$ cat config.mk
export PLATFORM = sky130hd
export DESIGN_NAME = blk_admit_ctrl
export DESIGN_NICKNAME = d
export VERILOG_FILES = /design/src/rtl/admit_pkg.sv /design/src/rtl/admit_size_class.sv /design/src/rtl/admit_ready_ctl.sv /design/src/rtl/admit_seq.sv /design/src/rtl/blk_admit_ctrl.sv
export SDC_FILE = /design/constraint.sdc
export NUM_CORES = 1
export LEC_CHECK = 0
export BUFFER_PORTS_ARGS = -buffer_cell sky130_fd_sc_hd__buf_2
export CAP_MARGIN = 10
export CORE_MARGIN = 10
export CORE_UTILIZATION = 56
export CTS_BUF_LIST = sky130_fd_sc_hd__clkbuf_16
export DETAILED_ROUTE_END_ITERATION = 12
export PLACE_DENSITY = 0.89
export SETUP_SLACK_MARGIN = 0.02
export SLEW_MARGIN = 0
export SYNTH_ARGS = -nofsm -noshare
export SYNTH_HDL_FRONTEND = slang
export SYNTH_HIERARCHICAL = 1
export SYNTH_SLANG_ARGS = --single-unit
$ cat constraint.sdc
create_clock -name clk -period 3.1 [get_ports clk]
set_input_delay 0.62 -clock clk [delete_from_list [all_inputs] [get_ports clk]]
set_output_delay 0.62 -clock clk [all_outputs]
set_load 0.02 [all_outputs]
$ cat src/rtl/admit_pkg.sv
// Package: shared types for the code block admission controller.
// Assumes: nothing beyond the standard; consumed by every admit_* module.
package admit_pkg;
    // Block size class; the numeric value doubles as the index into the ready vector.
    typedef enum logic {
        CLS_SMALL = 1'b0,
        CLS_BIG   = 1'b1
    } blk_cls_e;

    localparam int unsigned NUM_CLS = 2;
endpackage

$ cat src/rtl/admit_size_class.sv
// Module: admit_size_class
// Classifies a programmed block length into the large class (an exact
// multiple BIG_STEP*k, k = 1..BIG_NUM) or the small class (everything else).
// Assumes: BIG_NUM*BIG_STEP fits in LEN_W bits. Purely combinational.
module admit_size_class
    import admit_pkg::*;
#(
    parameter int unsigned LEN_W    = 12,
    parameter int unsigned BIG_STEP = 480,
    parameter int unsigned BIG_NUM  = 5
) (
    input  logic [LEN_W-1:0] blk_len,
    output blk_cls_e         cls
);
    logic [BIG_NUM-1:0] hit;

    // One comparator per member of the large-length set.
    for (genvar k = 0; k < BIG_NUM; k++) begin : g_cmp
        localparam logic [LEN_W-1:0] LenK = LEN_W'((k + 1) * BIG_STEP);
        assign hit[k] = (blk_len == LenK);
    end

    // Any comparator match selects the large class.
    always_comb begin
        cls = (|hit) ? CLS_BIG : CLS_SMALL;
    end
endmodule

$ cat src/rtl/admit_ready_ctl.sv
// Module: admit_ready_ctl
// Holds one ready flag per size class. A flag clears when its class is
// admitted and sets again on the matching release strobe; the clear wins
// when both land on the same edge.
// Assumes: adm is at most one-hot and only asserted while its flag is set.
module admit_ready_ctl
    import admit_pkg::*;
(
    input  logic               clk,
    input  logic               rst_n,
    input  logic [NUM_CLS-1:0] adm,
    input  logic [NUM_CLS-1:0] rel,
    output logic [NUM_CLS-1:0] rdy
);
    for (genvar i = 0; i < NUM_CLS; i++) begin : g_flag
        // Per-class ready flag: reset high, clear on admit, set on release.
        always_ff @(posedge clk) begin
            if (!rst_n) begin
                rdy[i] <= 1'b1;
            end else if (adm[i]) begin
                rdy[i] <= 1'b0;
            end else if (rel[i]) begin
                rdy[i] <= 1'b1;
            end
        end
    end
endmodule

$ cat src/rtl/admit_seq.sv
// Module: admit_seq
// Admission sequencer: decides on each enabled start whether a block opens
// or is refused, counts enabled samples of the open block, pulses done on
// the last one, raises the sticky overflow flag and tallies stray samples.
// Assumes: blk_len is stable on the start edge (it is latched there);
// cls is the classification of the current blk_len.
module admit_seq
    import admit_pkg::*;
#(
    parameter int unsigned LEN_W = 12,
    parameter int unsigned CNT_W = 4
) (
    input  logic               clk,
    input  logic               rst_n,
    input  logic               smp_en,
    input  logic               smp_start,
    input  logic [LEN_W-1:0]   blk_len,
    input  blk_cls_e           cls,
    input  logic [NUM_CLS-1:0] rdy,
    output logic [NUM_CLS-1:0] adm,
    output logic               busy,
    output logic               blk_done,
    output logic               ovf,
    output logic [CNT_W-1:0]   stray_cnt
);
    localparam logic [CNT_W-1:0] StrayMax = '1;

    logic               start_idle;
    logic               cls_ready;
    logic               admit;
    logic               refuse;
    logic               stray;
    logic               short_blk;
    logic [LEN_W-1:0]   len_q;
    logic [LEN_W-1:0]   cnt_q;
    logic [LEN_W:0]     cnt_nxt;

    // Decode the current edge: start from idle, and its outcome.
    always_comb begin
        start_idle = smp_en && smp_start && !busy;
        cls_ready  = rdy[cls];
        admit      = start_idle && cls_ready;
        refuse     = start_idle && !cls_ready;
        stray      = smp_en && !smp_start && !busy;
        short_blk  = (blk_len <= LEN_W'(1));
        cnt_nxt    = {1'b0, cnt_q} + 1'b1;
        adm        = '0;
        adm[cls]   = admit;
    end

    // Block state: open on admit, count enabled samples, close on the last.
    always_ff @(posedge clk) begin
        if (!rst_n) begin
            busy     <= 1'b0;
            blk_done <= 1'b0;
            cnt_q    <= '0;
            len_q    <= '0;
        end else begin
            blk_done <= 1'b0;
            if (admit) begin
                len_q <= blk_len;
                cnt_q <= LEN_W'(1);
                if (short_blk) begin
                    blk_done <= 1'b1;
                end else begin
                    busy <= 1'b1;
                end
            end else if (busy && smp_en) begin
                cnt_q <= cnt_nxt[LEN_W-1:0];
                if (cnt_nxt >= {1'b0, len_q}) begin
                    busy     <= 1'b0;
                    blk_done <= 1'b1;
                end
            end
        end
    end

    // Sticky overflow: set by a refused start, cleared only by reset.
    always_ff @(posedge clk) begin
        if (!rst_n) begin
            ovf <= 1'b0;
        end else if (refuse) begin
            ovf <= 1'b1;
        end
    end

    // Saturating tally of enabled samples seen outside any block.
    always_ff @(posedge clk) begin
        if (!rst_n) begin
            stray_cnt <= '0;
        end else if (stray && (stray_cnt != StrayMax)) begin
            stray_cnt <= stray_cnt + 1'b1;
        end
    end
endmodule

$ cat src/rtl/blk_admit_ctrl.sv
// Module: blk_admit_ctrl (top)
// Code block input admission controller: classifies the programmed length,
// keeps per-class ready flags, sequences block admission and counting.
// Assumes: synchronous active-low reset; release strobes come from the
// downstream consumer once a buffer of that class is free.
module blk_admit_ctrl
    import admit_pkg::*;
#(
    parameter int unsigned LEN_W    = 12,
    parameter int unsigned CNT_W    = 4,
    parameter int unsigned BIG_STEP = 480,
    parameter int unsigned BIG_NUM  = 5
) (
    input  logic             clk,
    input  logic             rst_n,
    input  logic [LEN_W-1:0] blk_len,
    input  logic             smp_en,
    input  logic             smp_start,
    input  logic             free_big,
    input  logic             free_small,
    output logic [1:0]       rdy,
    output logic             ovf,
    output logic             busy,
    output logic             blk_done,
    output logic [CNT_W-1:0] stray_cnt
);
    blk_cls_e           cls;
    logic               is_big;
    logic [NUM_CLS-1:0] adm;
    logic [NUM_CLS-1:0] rel;

    // Map the release strobes onto class indices.
    always_comb begin
        rel            = '0;
        rel[CLS_BIG]   = free_big;
        rel[CLS_SMALL] = free_small;
        is_big         = (cls == CLS_BIG);
    end

    admit_size_class #(
        .LEN_W   (LEN_W),
        .BIG_STEP(BIG_STEP),
        .BIG_NUM (BIG_NUM)
    ) i_class (
        .blk_len(blk_len),
        .cls    (cls)
    );

    admit_ready_ctl i_ready (
        .clk  (clk),
        .rst_n(rst_n),
        .adm  (adm),
        .rel  (rel),
        .rdy  (rdy)
    );

    admit_seq #(
        .LEN_W(LEN_W),
        .CNT_W(CNT_W)
    ) i_seq (
        .clk      (clk),
        .rst_n    (rst_n),
        .smp_en   (smp_en),
        .smp_start(smp_start),
        .blk_len  (blk_len),
        .cls      (cls),
        .rdy      (rdy),
        .adm      (adm),
        .busy     (busy),
        .blk_done (blk_done),
        .ovf      (ovf),
        .stray_cnt(stray_cnt)
    );
endmodule

==> flow_metrics.env, run 1 <==
export IMPL_grt_util_met1_pct=15.3
export IMPL_cts_tree="done"
export IMPL_hpwl_um=3170
export IMPL_ctsLongestPathBuffers=2
export IMPL_drt_wl_total_um=4180
export IMPL_place_gp_congestion=0.815
export IMPL_clock_latency_ns=0.27
export IMPL_clock_skew_ns=0.00413
export IMPL_post_drt_wl_per_cell_um=14.7
export IMPL_hold_buffers=0
export IMPL_synth_enable_flop_cells=0
export IMPL_grt_use_met3_pct=5.76
export IMPL_tightestPinTransition_ns=0.873
export IMPL_antenna_found_initial=0
export IMPL_worstSetupPathType="register to register"
export IMPL_p_leak_nw=0.834
export IMPL_path_clk_slew_ns=0.05
export IMPL_ys_types=38
export IMPL_fin_crit_ns=2.78
export IMPL_netlist_instances=212
export IMPL_drive_above_1_share_pct=15.8
export IMPL_synth_area_mm2=0.00187
export IMPL_ys_ff_latch=33
export IMPL_die_w_um=77.7
export IMPL_setup_tns_ns=0
export IMPL_area_growth_pct=16.3
export IMPL_track_usage_pct=14.5
export IMPL_design_area_mm2=0.00217
export IMPL_grt_setup_unrepaired="false"
export IMPL_crit_arrival_ns=2.97
export IMPL_busiest_layer="met2"
export IMPL_nets=272
export IMPL_cpMostUsedCell="ha_1"
export IMPL_fin_crit_sh_pct=89.6
export IMPL_ant_nets=0
export IMPL_syn_num_nets=244
export IMPL_use_met2_pct=25.3
export IMPL_pwr_density_cell_mw_per_mm2=474
export IMPL_cap_viol_max_count=0
export IMPL_cpMaxStageDelayCell="or3_1"
export IMPL_min_path_type="register to register"
export IMPL_num_antenna_cells=0
export IMPL_start_util_pct=59.7
export IMPL_hold_slack_ns=0.462
export IMPL_vdd_drop_max_v=0.000491
export IMPL_final_cell_mix="dfxtp_1 (33), buf_2 (26), nor2_1 (16), xnor2_1 (16), nor2b_1 (15)"
export IMPL_slew_headroom_pct=41.7
export IMPL_core_mm2=0.00313
export IMPL_num_vias=1537
export IMPL_grt_ovfl_total=0
export IMPL_pin_count=27
export IMPL_drc=0
export IMPL_cts_resized=0
export IMPL_outcome="finished clean"
export IMPL_htreeDepth=2
export IMPL_slowest_delay_ns=0.48
export IMPL_required_ns=3.29
export IMPL_clock_fmax_mhz=360
export IMPL_hold_violations=0
export IMPL_postPlaceCellArea_mm2=0.00203
export IMPL_endpoint_kind="register"
export IMPL_root_buffer="clkbuf_16"
export IMPL_ys_flop_type="dfxtp_1"
export IMPL_crit_chain="ha_1, nand3_2, or3_1, nor2_1, xor2_1, ha_1, a21o_1, a21oi_1, o31a_1, a31oi_1, nor3b_1"
export IMPL_cp_max_fo=5
export IMPL_cts_buffers=5
export IMPL_layout_commonest_cell="dfxtp_1"
export IMPL_startpoint_type="register"
export IMPL_setup_violations_final=0
export IMPL_grt_max_degree=25
export IMPL_post_cts_setup_buffer_count=0
export IMPL_synth_warnings=6
export IMPL_fp_row_count=20
export IMPL_grt_pass1_wl_um=7160
export IMPL_grt_pass1_vias=1622
export IMPL_port_buffer_count=26
export IMPL_synth_avg_cell_area_um2=8.81
export IMPL_dr_pass1_iters=4
export IMPL_viasPerCell=5.41
export IMPL_die_area_mm2=0.00604
export IMPL_dr_first_iter_drc_count=148
export IMPL_maxSlewViolCount=0
export IMPL_cts_sink_count=33
export IMPL_ys_seq_area_share_pct=35.4
export IMPL_fp_dieH_um=77.7
export IMPL_async_flop_share_pct=0
==> worst max-delay path, delay by kind of cell, from the launching register on <==
| family | cells | cell delay [ns] |
|---|---|---|
| compound gates | 4 | 0.56 |
| xor+xnor | 1 | 0.17 |
| fa+ha+maj | 2 | 0.53 |
| flops | 1 | 0.40 |
| simple gates | 4 | 1.02 |
==> layer usage <==
metal | vias to the layer above | wire [um] | share of wire (%)
li1 | 781 | - | -
met1 | 717 | 1790 | 43
met2 | 33 | 2150 | 51
met3 | 6 | 195 | 4.7
met4 | 0 | 47 | 1.1
met5 | - | 0 | 0
==> synth_stat cells (2+ instances only) <==
cell type / number / area (um2)
dfxtp_1: 33 / 661
nor2_1: 16 / 60.1
xnor2_1: 16 / 140
nor2b_1: 15 / 93.8
ha_1: 14 / 175
inv_1: 14 / 52.6
mux2i_1: 14 / 140
a21oi_1: 10 / 50.1
nand2_1: 10 / 37.5
nand3_1: 10 / 50.1
xor2_1: 7 / 61.3
nor3_1: 5 / 25.0
o21ai_0: 5 / 25.0
or3_1: 5 / 31.3
and2_1: 3 / 18.8
clkbuf_1: 3 / 11.3
nand4_1: 3 / 18.8
nor4_1: 3 / 18.8
buf_2: 2 / 10.0
nand3_2: 2 / 20.0
nor3b_1: 2 / 15.0
o21a_1: 2 / 15.0
o21ai_1: 2 / 10.0
o21bai_1: 2 / 15.0
==> state kept, by name, indices dropped and copies added, names as in the netlist <==
register         flops
i_seq/stray_cnt      4
i_seq/ovf            1
i_seq/blk_done       1
i_ready/rdy          2
i_seq/cnt_q         12
i_seq/len_q         12
i_seq/busy           1
==> metrics by stage <==
step           util (%)  power [W]  instances  setup WS (ns)
2_1_floorplan         -   0.000535        212          0.635
3_3_place_gp       65.0   0.000571        277          0.417
3_5_place_dp       65.0   0.000577        277          0.335
4_1_cts            69.4    0.00104        284          0.344
5_1_grt            69.4    0.00107        284         0.0800
6_report           69.4    0.00103        284          0.321
==> final timing paths <==
check                 start          to  slack [ns]  cells past startpoint
max          i_seq/cnt_q[0]  i_seq/busy        0.32                     11
min               i_seq/ovf   i_seq/ovf        0.46                      1
max reg2reg  i_seq/cnt_q[0]  i_seq/busy        0.32                     11
min reg2reg       i_seq/ovf   i_seq/ovf        0.46                      1
==> layout make-up <==
type	instances	area, um2
multi-input cells	159	1130
fillers	273	957
flip-flops and latches	33	661
repair buffers	27	138
clock buffers	5	125
well taps	44	55.1
inverters	14	52.6
clock inverters	2	11.3
==> kinds of logic after synthesis <==
group           after synthesis  share of synthesized area (%)
simple gates                 82                           24.4
flops                        33                           35.4
compound gates               26                           8.38
xor+xnor                     23                           10.8
buf+inv                      20                           4.16
mux                          14                           7.51
fa+ha+maj                    14                           9.38
==> report_power, final <==
| group | leakage (nW) | switching (W) | internal (W) |
|---|---|---|---|
| clock | 0.0633 | 0.000169 | 0.000289 |
| combinational | 0.502 | 0.0000662 | 0.0000530 |
| sequential | 0.268 | 0.0000126 | 0.000439 |
| total | 0.834 | 0.000247 | 0.000781 |
Note: power is estimated with default switching activity, not from simulation.
==> inputs of run 2 (changes only) <==
- CORE_UTILIZATION: 56 -> 53
- GPL_TIMING_DRIVEN: not set -> 0
- PLACE_DENSITY: 0.89 -> 0.86
==> flow_metrics.env, run 2 (synthesized netlist as in run 1, its figures left out) <==
export IMPL_outcome="finished clean"
export IMPL_grt_setup_unrepaired="false"
export IMPL_slew_headroom_pct=49.3
export IMPL_internal_power_w=0.000779
export IMPL_cap_viol_max_count=0
export IMPL_clock_fmax_mhz=368
export IMPL_power_share_switching_pct=23.5
export IMPL_setup_violations_final=0
export IMPL_start_util_pct=55.5
export IMPL_seqPwrFrac_pct=44.3
export IMPL_switchingPower_w=0.000240
export IMPL_maxSlewViolCount=0
export IMPL_layout_commonest_cell="dfxtp_1"
export IMPL_cts_tree="done"
export IMPL_fp_row_count=21
export IMPL_design_area_mm2=0.00219
export IMPL_drive_above_1_share_pct=15.5
export IMPL_grt_pass1_vias=1595
export IMPL_comb_power_share_pct=11.5
export IMPL_num_vias=1582
export IMPL_dr_pass1_iters=4
export IMPL_pwr_share_clk_pct=44.2
export IMPL_port_buffer_count=26
export IMPL_fillCellCount=298
export IMPL_cts_resized=0
export IMPL_required_ns=3.26
export IMPL_startpoint_type="register"
export IMPL_cts_sink_count=33
export IMPL_htreeDepth=2
export IMPL_min_path_type="register to register"
export IMPL_hpwl_um=3110
export IMPL_post_cts_setup_buffer_count=0
export IMPL_drc=0
export IMPL_top_regs="i_seq/cnt_q (12), i_seq/len_q (12), i_seq/stray_cnt (4)"
export IMPL_place_gp_congestion=0.804
export IMPL_worstSetupPathType="register to register"
export IMPL_cp_max_fo=5
export IMPL_cpMaxStageDelayCell="dfxtp_1"
export IMPL_slowest_delay_ns=0.41
export IMPL_cts_buffers=5
export IMPL_fp_dieH_um=79.4
export IMPL_die_area_mm2=0.00630
export IMPL_setup_tns_ns=0
export IMPL_final_cell_mix="dfxtp_1 (33), buf_2 (28), nor2_1 (16), xnor2_1 (16)"
export IMPL_path_clk_slew_ns=0.05
export IMPL_die_w_um=79.4
export IMPL_cpMostUsedCell="ha_1"
export IMPL_clock_skew_ns=0.00365
export IMPL_hold_violations=0
export IMPL_ant_nets=0
export IMPL_root_buffer="clkbuf_16"
export IMPL_preCtsSetupSlack_ns=0.375
export IMPL_vdd_drop_max_v=0.000342
export IMPL_pwr_density_cell_mw_per_mm2=466
export IMPL_final_util_pct=65.0
export IMPL_crit_arrival_ns=2.88
export IMPL_post_drt_wl_per_cell_um=13.7
export IMPL_fin_crit_ns=2.72
export IMPL_grt_pass1_wl_um=6980
export IMPL_fin_crit_sh_pct=87.7
export IMPL_core_mm2=0.00336
export IMPL_ctsLongestPathBuffers=2
export IMPL_p_leak_nw=0.846
export IMPL_dr_first_iter_drc_count=69
export IMPL_p_total_w=0.00102
export IMPL_drt_wl_total_um=3990
export IMPL_grt_max_degree=11
export IMPL_crit_chain="ha_1, nand3_2, or3_1, buf_2, nor2_1, xor2_1, ha_1, a21o_1, a21oi_1, o31a_1, a31oi_1, o2bb2ai_1"
export IMPL_num_antenna_cells=0
export IMPL_nets=277
export IMPL_critical_path_top_delay_family="compound AO/OA/AOI/OAI gates"
export IMPL_grt_ovfl_total=0
export IMPL_track_usage_pct=13.8
export IMPL_area_growth_pct=17.2
export IMPL_pin_count=27
export IMPL_postPlaceCellArea_mm2=0.00205
export IMPL_path_buf_inv=1
export IMPL_clock_latency_ns=0.27
export IMPL_hold_buffers=0
export IMPL_antenna_found_initial=0
export IMPL_tightestPinTransition_ns=0.750
export IMPL_endpoint_kind="register"
export IMPL_viasPerCell=5.44
export IMPL_setup_slack_ns=0.382
run 2: metal layers:
| layer | vias up | global-route usage, % | wire (um) |
|---|---|---|---|
| met5 | - | 0 | 0 |
| met4 | 0 | 6.99 | 116 |
| met3 | 12 | 4.95 | 231 |
| met2 | 40 | 22.3 | 1810 |
| met1 | 739 | 15.6 | 1830 |
| li1 | 791 | - | - |
run 2: worst paths after layout:
path                                     start             end  slack [ns]  cells past startpoint
worst min register to register       i_seq/ovf       i_seq/ovf        0.46                      1
worst min-delay path                 i_seq/ovf       i_seq/ovf        0.46                      1
worst max register to register  i_seq/cnt_q[0]  i_seq/blk_done        0.38                     12
worst max-delay path            i_seq/cnt_q[0]  i_seq/blk_done        0.38                     12
run 2: worst register-to-register path, delay by kind of cell, from the launching register on:
family	cells	cell delay [ns]
fa+ha+maj	2	0.52
xor+xnor	1	0.17
simple gates	3	0.62
flops	1	0.41
compound gates	5	0.73
buf+inv	1	0.15
run 2: final cells by class:
class                           instances  area, um2  share of cell area [%]
Multi-Input combinational cell        159       1130                    51.6
Clock inverter                          2       7.51                   0.343
Buffer                                  6       25.0                    1.14
Timing Repair Buffer                   26        130                    5.95
Tap cell                               46       57.6                    2.63
Sequential cell                        33        661                    30.2
Inverter                               14       52.6                    2.40
Clock buffer                            5        125                    5.72
run 2: per-stage QoR:
stage | hold WS (ns) | cells
after floorplan | 0.462 | 212
after global placement | 0.443 | 284
after detailed placement | 0.450 | 284
after CTS | 0.470 | 291
after global routing | 0.510 | 291
final | 0.464 | 291
run 2: power by group through the flow:
stage	Clock, W	Combinational, W	Sequential, W
5_1_grt	0.000482	0.000133	0.000452
3_5_place_dp	0	0.000117	0.000459
6_report	0.000450	0.000117	0.000451
4_1_cts	0.000460	0.000117	0.000451
2_1_floorplan	0	0.0000731	0.000462
3_3_place_gp	0	0.000113	0.000459
==> inputs of run 3 (changes only) <==
- ABC_AREA: not set -> 1
==> flow_metrics.env, run 3 <==
export IMPL_outcome="finished clean"
export IMPL_dr_pass1_iters=4
export IMPL_preCtsSetupSlack_ns=0.811
export IMPL_dr_first_iter_drc_count=83
export IMPL_track_usage_pct=14.8
export IMPL_ant_nets=0
export IMPL_hpwl_um=3450
export IMPL_hold_slack_ns=0.458
export IMPL_fin_crit_ns=2.31
export IMPL_top_regs="i_seq/cnt_q (12), i_seq/len_q (12), i_seq/stray_cnt (4)"
export IMPL_cts_resized=0
export IMPL_clock_fmax_mhz=433
export IMPL_num_vias=1833
export IMPL_hold_violations=0
export IMPL_core_mm2=0.00344
export IMPL_hold_buffers=0
export IMPL_post_cts_setup_buffer_count=0
export IMPL_fp_row_count=21
export IMPL_synth_warnings=6
export IMPL_p_leak_nw=1.14
export IMPL_startpoint="i_seq/cnt_q[0]"
export IMPL_maxSlewViolCount=0
export IMPL_cts_buffers=5
export IMPL_setup_tns_ns=0
export IMPL_syn_num_nets=317
export IMPL_final_util_pct=66.2
export IMPL_synth_avg_cell_area_um2=6.83
export IMPL_htreeDepth=2
export IMPL_tightestPinTransition_ns=0.434
export IMPL_clock_latency_ns=0.28
export IMPL_die_w_um=80.6
export IMPL_synth_area_mm2=0.00195
export IMPL_place_gp_congestion=0.926
export IMPL_die_area_mm2=0.00650
export IMPL_pwr_density_cell_mw_per_mm2=492
export IMPL_ctsLongestPathBuffers=2
export IMPL_setup_violations_final=0
export IMPL_power_share_switching_pct=27.9
export IMPL_setup_slack_ns=0.789
export IMPL_drt_wl_total_um=4470
export IMPL_fillCellCount=327
export IMPL_ys_ff_latch=33
export IMPL_ys_types=28
export IMPL_synth_area_leaders="dfxtp_1 (34%), inv_1 (11%), nand2_1 (9.4%)"
export IMPL_port_buffer_count=26
export IMPL_multiInputGateArea_mm2=0.00105
export IMPL_comb_power_share_pct=16.2
export IMPL_post_drt_wl_per_cell_um=12.3
export IMPL_synth_most_common_cell="inv_1"
export IMPL_start_util_pct=56.6
export IMPL_netlist_top_cells_count="inv_1 (56), nand2_1 (49), dfxtp_1 (33)"
export IMPL_clock_skew_ns=0.00447
export IMPL_cpMaxStageDelayCell="dfxtp_1"
export IMPL_pin_count=27
export IMPL_final_cell_mix="inv_1 (56), nand2_1 (49), dfxtp_1 (33)"
export IMPL_worstHoldStart="i_seq/len_q[11]"
export IMPL_fp_dieH_um=80.6
export IMPL_placed_cells=357
export IMPL_fin_crit_sh_pct=74.5
export IMPL_cap_viol_max_count=0
export IMPL_regArea_um2=661
export IMPL_synth_enable_flop_cells=0
export IMPL_yosysTopAreaCell="dfxtp_1"
export IMPL_num_antenna_cells=0
export IMPL_internal_power_w=0.000808
export IMPL_slowest_delay_ns=0.42
export IMPL_vdd_drop_max_v=0.000446
export IMPL_path_clk_slew_ns=0.05
export IMPL_synth_top_cell_area_share_pct=33.9
export IMPL_viasPerCell=5.02
export IMPL_switchingPower_w=0.000313
export IMPL_min_path_cells=2
export IMPL_worstSetupPathType="register to register"
export IMPL_pwr_share_clk_pct=42.5
export IMPL_ys_seq_area_share_pct=33.9
export IMPL_cp_max_fo=5
export IMPL_grt_pass1_vias=1768
export IMPL_required_ns=3.31
export IMPL_seqPwrFrac_pct=41.3
export IMPL_crit_chain="ha_1, nand2_1, nor2_4, nand3_1, xor2_1, inv_1, ha_1, nand2_1, nor3_1, nand3_1, nand3_1, nand2_1, a21oi_1"
export IMPL_drc=0
export IMPL_cts_tree="done"
export IMPL_slew_headroom_pct=71.1
export IMPL_nets=350
export IMPL_antenna_found_initial=0
export IMPL_path_buf_inv=1
export IMPL_grt_setup_unrepaired="false"
export IMPL_grt_pass1_wl_um=7680
export IMPL_stdcell_count=365
export IMPL_cts_sink_count=33
export IMPL_r2r_cells=13
export IMPL_root_buffer="clkbuf_16"
export IMPL_drive_above_1_share_pct=15.0
export IMPL_startpoint_type="register"
export IMPL_grt_ovfl_total=0
export IMPL_endpoint_kind="register"
export IMPL_r2r_start="i_seq/cnt_q[0]"
export IMPL_grt_max_degree=12
export IMPL_critical_path_top_delay_family="simple AND/OR/NAND/NOR gates"
export IMPL_crit_cells=13
export IMPL_netlist_instances=285
export IMPL_async_flop_share_pct=0
export IMPL_crit_arrival_ns=2.52
export IMPL_min_path_type="register to register"
export IMPL_ys_flop_type="dfxtp_1"
export IMPL_area_growth_pct=17.0
export IMPL_layout_commonest_cell="inv_1"
## run 3: power groups by stage
stage	clock network, W	registers (W)	logic (W)
2_1_floorplan	0	0.000475	0.000121
3_3_place_gp	0	0.000471	0.000172
3_5_place_dp	0	0.000472	0.000180
4_1_cts	0.000485	0.000463	0.000182
5_1_grt	0.000510	0.000467	0.000210
6_report	0.000476	0.000463	0.000182
## run 3: cells by family (layout without fill, tap and decap cells)
group / count (synthesis) / after routing / share of synthesized area [%]
buf+inv: 62 / 96 / 12.1
simple gates: 111 / 111 / 26.4
xor+xnor: 7 / 7 / 3.15
fa+ha+maj: 14 / 14 / 9.00
flops: 33 / 33 / 33.9
compound gates: 58 / 58 / 15.4
## run 3: metal layers
metal	track usage, %	vias to the layer above	wire, um
li1	-	986	-
met1	17.5	800	2110
met2	22.9	42	1970
met3	6.24	5	325
met4	6.16	0	71
met5	0	-	0
## run 3: per-stage QoR
stage               area [um2]  power, W
floorplan                 1950  0.000596
global placement          2130  0.000643
detailed placement        2130  0.000653
CTS                       2280   0.00113
global route              2280   0.00119
finish                    2280   0.00112
## run 3: worst paths after layout
kind	slack [ns]	end
setup / recovery	0.79	i_seq/blk_done
hold reg to reg	0.46	i_seq/len_q[11]
hold / removal	0.46	i_seq/len_q[11]
setup reg to reg	0.79	i_seq/blk_done
## run 3: final cells by class
class	instances	share of cell area, %
clock buffers	5	5.49
repair buffers	26	5.71
multi-input cells	190	46.2
well taps	46	2.53
flip-flops and latches	33	29.0
plain buffers	6	1.10
inverters	56	9.23
clock inverters	3	0.769
## run 3: tightest hold or removal path: stages (launching register included)
cell and delay [ns]:
dfxtp_1 0.29, inv_1 0.06, a21oi_1 0.06
